--- config.mk ---
export PLATFORM = sky130hd
export DESIGN_NAME = nvstore_seq
export DESIGN_NICKNAME = d
export VERILOG_FILES = /design/src/rtl/nvs_pkg.sv /design/src/rtl/nvs_edge.sv /design/src/rtl/nvs_timer.sv /design/src/rtl/nvs_array.sv /design/src/rtl/nvstore_seq.sv
export SDC_FILE = /design/constraint.sdc
export NUM_CORES = 1
export LEC_CHECK = 0
export BUFFER_PORTS_ARGS = -buffer_cell sky130_fd_sc_hd__buf_2
export CAP_MARGIN = 0
export CORE_MARGIN = 2
export CORE_UTILIZATION = 40
export DETAILED_ROUTE_END_ITERATION = 12
export RECOVER_POWER = 25
export SLEW_MARGIN = 20
export SYNTH_ARGS = -nofsm -noshare
export SYNTH_HDL_FRONTEND = slang
export SYNTH_SLANG_ARGS = --single-unit
--- constraint.sdc ---
create_clock -name clk -period 3.8 [get_ports clk]
set_input_delay 0.76 -clock clk [delete_from_list [all_inputs] [get_ports clk]]
set_output_delay 0.76 -clock clk [all_outputs]
set_load 0.01 [all_outputs]
--- src/rtl/nvs_pkg.sv ---
package nvs_pkg;
    typedef enum logic [1:0] {
        ST_IDLE  = 2'd0,
        ST_ARMED = 2'd1,
        ST_BUSY  = 2'd2
    } seq_state_e;

    typedef enum logic [1:0] {
        REQ_WRITE     = 2'd0,
        REQ_STORE_ONE = 2'd1,
        REQ_STORE_ALL = 2'd2,
        REQ_NONE      = 2'd3
    } req_kind_e;
endpackage

--- src/rtl/nvs_edge.sv ---
module nvs_edge (
    input  logic clk,
    input  logic rst_n,
    input  logic sig_n,
    output logic rise
);
    logic sig_q;

    always_ff @(posedge clk or negedge rst_n) begin
        if (!rst_n) sig_q <= 1'b1;
        else        sig_q <= sig_n;
    end

    assign rise = sig_n & ~sig_q;
endmodule

--- src/rtl/nvs_timer.sv ---
module nvs_timer #(
    parameter int WRITE_CYCLES = 500000,
    localparam int CNT_W = $clog2(WRITE_CYCLES + 1)
) (
    input  logic clk,
    input  logic rst_n,
    input  logic load,
    output logic done
);
    logic [CNT_W-1:0] cnt;

    always_ff @(posedge clk or negedge rst_n) begin
        if (!rst_n)          cnt <= '0;
        else if (load)       cnt <= CNT_W'(WRITE_CYCLES - 1);
        else if (cnt != '0)  cnt <= cnt - 1'b1;
    end

    assign done = (cnt == '0);
endmodule

--- src/rtl/nvs_array.sv ---
module nvs_array #(
    parameter int CHANNELS = 4,
    parameter int REGS     = 4,
    parameter int WORD_W   = 6,
    parameter logic [WORD_W-1:0] INIT_WORD = '0,
    localparam int CH_W = $clog2(CHANNELS),
    localparam int RG_W = $clog2(REGS)
) (
    input  logic                         clk,
    input  logic                         rst_n,
    input  logic                         commit,
    input  logic [CHANNELS-1:0]          mask,
    input  logic [RG_W-1:0]              wr_reg,
    input  logic [CHANNELS*WORD_W-1:0]   wr_vec,
    input  logic [CH_W-1:0]              rd_chan,
    input  logic [RG_W-1:0]              rd_reg,
    output logic [WORD_W-1:0]            rd_data,
    input  logic [RG_W-1:0]              src_reg,
    output logic [CHANNELS*WORD_W-1:0]   src_vec,
    output logic [CHANNELS*WORD_W-1:0]   recall_vec
);
    logic [WORD_W-1:0] mem [CHANNELS][REGS];

    for (genvar c = 0; c < CHANNELS; c++) begin : g_chan
        for (genvar r = 0; r < REGS; r++) begin : g_slot
            always_ff @(posedge clk or negedge rst_n) begin
                if (!rst_n)
                    mem[c][r] <= INIT_WORD;
                else if (commit && mask[c] && wr_reg == RG_W'(r))
                    mem[c][r] <= wr_vec[c*WORD_W +: WORD_W];
            end
        end
        assign src_vec[c*WORD_W +: WORD_W]    = mem[c][src_reg];
        assign recall_vec[c*WORD_W +: WORD_W] = mem[c][0];
    end

    assign rd_data = mem[rd_chan][rd_reg];
endmodule

--- src/rtl/nvstore_seq.sv ---
module nvstore_seq
    import nvs_pkg::*;
#(
    parameter int CHANNELS     = 4,
    parameter int REGS         = 4,
    parameter int WORD_W       = 6,
    parameter int WRITE_CYCLES = 500000,
    parameter logic [WORD_W-1:0] INIT_WORD = '0,
    localparam int CH_W = $clog2(CHANNELS),
    localparam int RG_W = $clog2(REGS)
) (
    input  logic                       clk,
    input  logic                       rst_n,
    input  logic                       cs_n,
    input  logic                       wp_n,
    input  logic                       req_valid,
    input  logic [1:0]                 req_kind,
    input  logic [CH_W-1:0]            req_chan,
    input  logic [RG_W-1:0]            req_reg,
    input  logic [WORD_W-1:0]          req_data,
    input  logic                       req_cancel,
    input  logic [CHANNELS*WORD_W-1:0] live_vec,
    input  logic [CH_W-1:0]            rd_chan,
    input  logic [RG_W-1:0]            rd_reg,
    output logic [WORD_W-1:0]          rd_data,
    input  logic [RG_W-1:0]            src_reg,
    output logic [CHANNELS*WORD_W-1:0] src_vec,
    output logic [CHANNELS*WORD_W-1:0] recall_vec,
    output logic                       recall_load,
    output logic [7:0]                 status_byte,
    output logic                       wip
);
    seq_state_e state, state_nx;
    logic cs_rise, tmr_done;
    logic take_req, launch, finish;

    // pending request captured from the decoder
    req_kind_e          p_kind;
    logic [CH_W-1:0]    p_chan;
    logic [RG_W-1:0]    p_reg;
    logic [WORD_W-1:0]  p_data;

    // staged write applied when the busy window closes
    logic [CHANNELS-1:0]          s_mask;
    logic [CHANNELS*WORD_W-1:0]   s_vec;

    logic recall_seen;

    nvs_edge u_edge (
        .clk   (clk),
        .rst_n (rst_n),
        .sig_n (cs_n),
        .rise  (cs_rise)
    );

    nvs_timer #(.WRITE_CYCLES(WRITE_CYCLES)) u_timer (
        .clk   (clk),
        .rst_n (rst_n),
        .load  (launch),
        .done  (tmr_done)
    );

    nvs_array #(
        .CHANNELS  (CHANNELS),
        .REGS      (REGS),
        .WORD_W    (WORD_W),
        .INIT_WORD (INIT_WORD)
    ) u_array (
        .clk        (clk),
        .rst_n      (rst_n),
        .commit     (finish),
        .mask       (s_mask),
        .wr_reg     (p_reg),
        .wr_vec     (s_vec),
        .rd_chan    (rd_chan),
        .rd_reg     (rd_reg),
        .rd_data    (rd_data),
        .src_reg    (src_reg),
        .src_vec    (src_vec),
        .recall_vec (recall_vec)
    );

    // state register
    always_ff @(posedge clk or negedge rst_n) begin
        if (!rst_n) state <= ST_IDLE;
        else        state <= state_nx;
    end

    // transitions
    always_comb begin
        state_nx = state;
        unique case (state)
            ST_IDLE:  if (req_valid && req_kind != REQ_NONE) state_nx = ST_ARMED;
            ST_ARMED: begin
                if (req_cancel)   state_nx = ST_IDLE;
                else if (cs_rise) state_nx = wp_n ? ST_BUSY : ST_IDLE;
            end
            ST_BUSY:  if (tmr_done) state_nx = ST_IDLE;
            default:  state_nx = ST_IDLE;
        endcase
    end

    // outputs and strobes
    always_comb begin
        take_req = 1'b0;
        launch   = 1'b0;
        finish   = 1'b0;
        wip      = 1'b0;
        unique case (state)
            ST_IDLE:  take_req = req_valid && req_kind != REQ_NONE;
            ST_ARMED: launch   = !req_cancel && cs_rise && wp_n;
            ST_BUSY: begin
                wip    = 1'b1;
                finish = tmr_done;
            end
            default: ;
        endcase
        status_byte = {7'b0, wip};
    end

    always_ff @(posedge clk or negedge rst_n) begin
        if (!rst_n) begin
            p_kind <= REQ_NONE;
            p_chan <= '0;
            p_reg  <= '0;
            p_data <= '0;
        end else if (take_req) begin
            p_kind <= req_kind_e'(req_kind);
            p_chan <= req_chan;
            p_reg  <= req_reg;
            p_data <= req_data;
        end
    end

    always_ff @(posedge clk or negedge rst_n) begin
        if (!rst_n) begin
            s_mask <= '0;
            s_vec  <= '0;
        end else if (launch) begin
            for (int c = 0; c < CHANNELS; c++) begin
                unique case (p_kind)
                    REQ_WRITE: begin
                        s_mask[c] <= (p_chan == CH_W'(c));
                        s_vec[c*WORD_W +: WORD_W] <= p_data;
                    end
                    REQ_STORE_ONE: begin
                        s_mask[c] <= (p_chan == CH_W'(c));
                        s_vec[c*WORD_W +: WORD_W] <= live_vec[c*WORD_W +: WORD_W];
                    end
                    REQ_STORE_ALL: begin
                        s_mask[c] <= 1'b1;
                        s_vec[c*WORD_W +: WORD_W] <= live_vec[c*WORD_W +: WORD_W];
                    end
                    default: s_mask[c] <= 1'b0;
                endcase
            end
        end
    end

    // recall strobe: first cycle after reset release
    always_ff @(posedge clk or negedge rst_n) begin
        if (!rst_n) begin
            recall_seen <= 1'b0;
            recall_load <= 1'b0;
        end else begin
            recall_seen <= 1'b1;
            recall_load <= !recall_seen;
        end
    end
endmodule

==> metrics <==
# rows=52; Max-slew headroom=-10.5%; Post-Route Setup TNS=0 ns; CP delay by family, top=multiplexers; initial antenna violation count=0; global-route wire length before repair=approximately 33 mm; H-tree depth=4; Final setup viols=0; Port Buffers=104; Worst VDD drop=about 0.00037 V; most common cell after layout, fill and taps aside=dfrtp_1; Ys Warns=0; Critical Path, Cell by Cell=buf_2 > buf_4 > mux4_2 > mux4_2 > buf_2; outcome=complete, but fails checks; Post-synth top flop=dfrtp_1; crit-path max FO=24; Reg2Reg Setup Slack=roughly 0.9 ns; main area contributors after synthesis=dfrtp_1 48%, mux2_2 15%, mux4_2 15%, a21oi_1 3.7%, buf_4 2.9%; fin cells=982; WS Path Type=in -> out; Leak=4.38 nW; setup repair after global routing missed its margin=false; post-synthesis sequential area ratio=about half; fin crit period=around 3.2 ns; max-cap violations=1; Die Y=~150 µm; DRC Markers=0; area of the core=20200 µm²; filler instances=~1800; Placed Cells=950; Iteration-0 DRC Markers=~280; number of failing hold endpoints at the final stage=0; largest net degree at the start of global routing=74; CTS tree=yes; WP buf/inv=3; synth-to-layout area growth=14.6%; clk sinks=160; clock latency at the later pin of the worst-skew pair=approximately 0.43 ns; GPL Wtd Cong=0.864; Die Wd=147 µm; Post-Synthesis Cell Area=8180 µm²; crit path DAT=between 2 and 2.5 ns; GRT Total Usage=20.1%; worst hold endpoint=recall_load; total die area=21600 µm²; number of synthesized flops with an enable pin=0; Worst Clk Skew=between 0.007 and 0.008 ns; crit-path max cell delay=0.55 ns; Detail Route Antenna Nets=0; Slew Limit Fails=between 60 and 70; CTS buffer count=17; syn_area_per_cell=between 10 and 15 µm²; number of global-route vias before repair=about 5700; n_diodes=0; Core Util, Final=a little under half; Startpoint Class=input pin; most frequent cells in the layout=157 x dfrtp_1, 108 x mux2_2, 102 x buf_2, 60 x a21oi_1, 54 x mux4_2; Critical Path RT=3.04 ns; total congestion overflow=0; Hold Path Origin=recall_seen; top cell type's share of synthesized area=around half; Slew @ Worst Pin=~1.7 ns; Critical Path Stages=5; Slowest-stage cell, CP=mux4_2; drt pass-1 iters=5; Worst R2R Start=u_timer.cnt[0]; WL per Instance=around 21 µm; Worst R2R Path Depth=6; Hold WC Path Type=reg -> reg; ys async rst share=100%; fraction of layout cells with a size suffix above 1=between 40 and 50%; reg2reg end=u_array.mem[55]; Yosys reg bits=160; cts repair resizes=0; Largest Register=u_array.mem; Worst Setup End Kind=output pin; post-synthesis cell count=627; # IOs=around 110; Tcrit/Tclk final=roughly 84%; dpl hpwl=between 15 and 20 mm; failing checks=max-capacitance violations, max-slew violations; Initial Util=around two fifths; Largest register FFs=between 70 and 80; hold buffer count at cts=0; power per cell area=between 500 and 600 nW/µm²; Reg clk slew, reported paths=about 0.060 ns; Highest Clock Rate=0.312 GHz; vias per cell=5.60; Total Nets Final=749; Yosys cell types=between 40 and 50; post-CTS setup buffers=0; WHS Path Cells=1; Clock Path Buffers=2; vias after detailed routing=approximately 5500; most area-hungry cell type in the Yosys netlist=dfrtp_1; Root Driver=clkbuf_16; Routed WL=between 20 and 25 mm
## cells in the mapped netlist, types with 4 or more instances
| master | count |
|---|---|
| dfrtp_1 | 157 |
| mux2_2 | 108 |
| a21oi_1 | 60 |
| mux4_2 | 54 |
| nor2_1 | 40 |
| buf_4 | 32 |
| clkbuf_1 | 21 |
| nand2_1 | 20 |
| nand3_1 | 12 |
| o21ai_0 | 12 |
| buf_1 | 10 |
| nor2b_1 | 8 |
| nor3_1 | 8 |
| and2_1 | 7 |
| mux2i_1 | 7 |
| nand4_1 | 7 |
| inv_1 | 6 |
| a2111o_1 | 5 |
| or4_1 | 5 |
| or3_1 | 4 |
## logic make-up after synthesis
group	after synthesis	synth area share, %
flops	160	49.0
compound gates	89	6.19
fa+ha+maj	2	0.306
simple gates	131	8.85
buf+inv	74	4.99
mux	169	30.6
other cells	2	0.0918
## how the worst max path moves through the flow
stage                     startpoint          to  slack, ns
after CTS                 rd_chan[0]  rd_data[5]       0.56
after global routing      rd_chan[0]  rd_data[5]       0.48
after floorplan           rd_chan[0]  rd_data[0]       0.38
after detailed placement  rd_chan[0]  rd_data[5]       0.56
final                     rd_chan[0]  rd_data[5]       0.59
after global placement    rd_chan[0]  rd_data[5]       0.59
## per-stage QoR
stage	hold slack, ns	setup slack [ns]	cell area (µm²)	total power, mW
CTS	0.329	0.563	9390	5.01
finish	0.389	0.594	9380	4.97
detailed placement	0.374	0.561	8780	3.22
global placement	0.382	0.595	8780	3.17
floorplan	0.370	0.377	8200	2.88
global route	0.408	0.477	9380	5.26
## cell type report
class | count | area (µm²) | area share, %
multi-input cells | 399 | 3790 | 40.4
flip-flops and latches | 160 | 4010 | 42.7
well taps | 270 | 338 | 3.60
repair buffers | 115 | 611 | 6.51
clock buffers | 17 | 425 | 4.54
inverters | 6 | 22.5 | 0.240
clock inverters | 15 | 184 | 1.96
## routing by layer
metal | vias to the layer above | global-route usage, % | wire [µm]
li1 | 2465 | - | -
met1 | 2829 | 29.6 | 9860
met2 | 177 | 29.2 | 9110
met3 | 27 | 5.43 | 1240
met4 | 0 | 5.82 | 391
met5 | - | 0 | 0
## power breakdown
part / internal, mW / switching (mW)
clock network: 1.04 / 0.723
logic: 0.345 / 0.454
registers: 1.98 / 0.422
(Power assumes the default switching activity.)
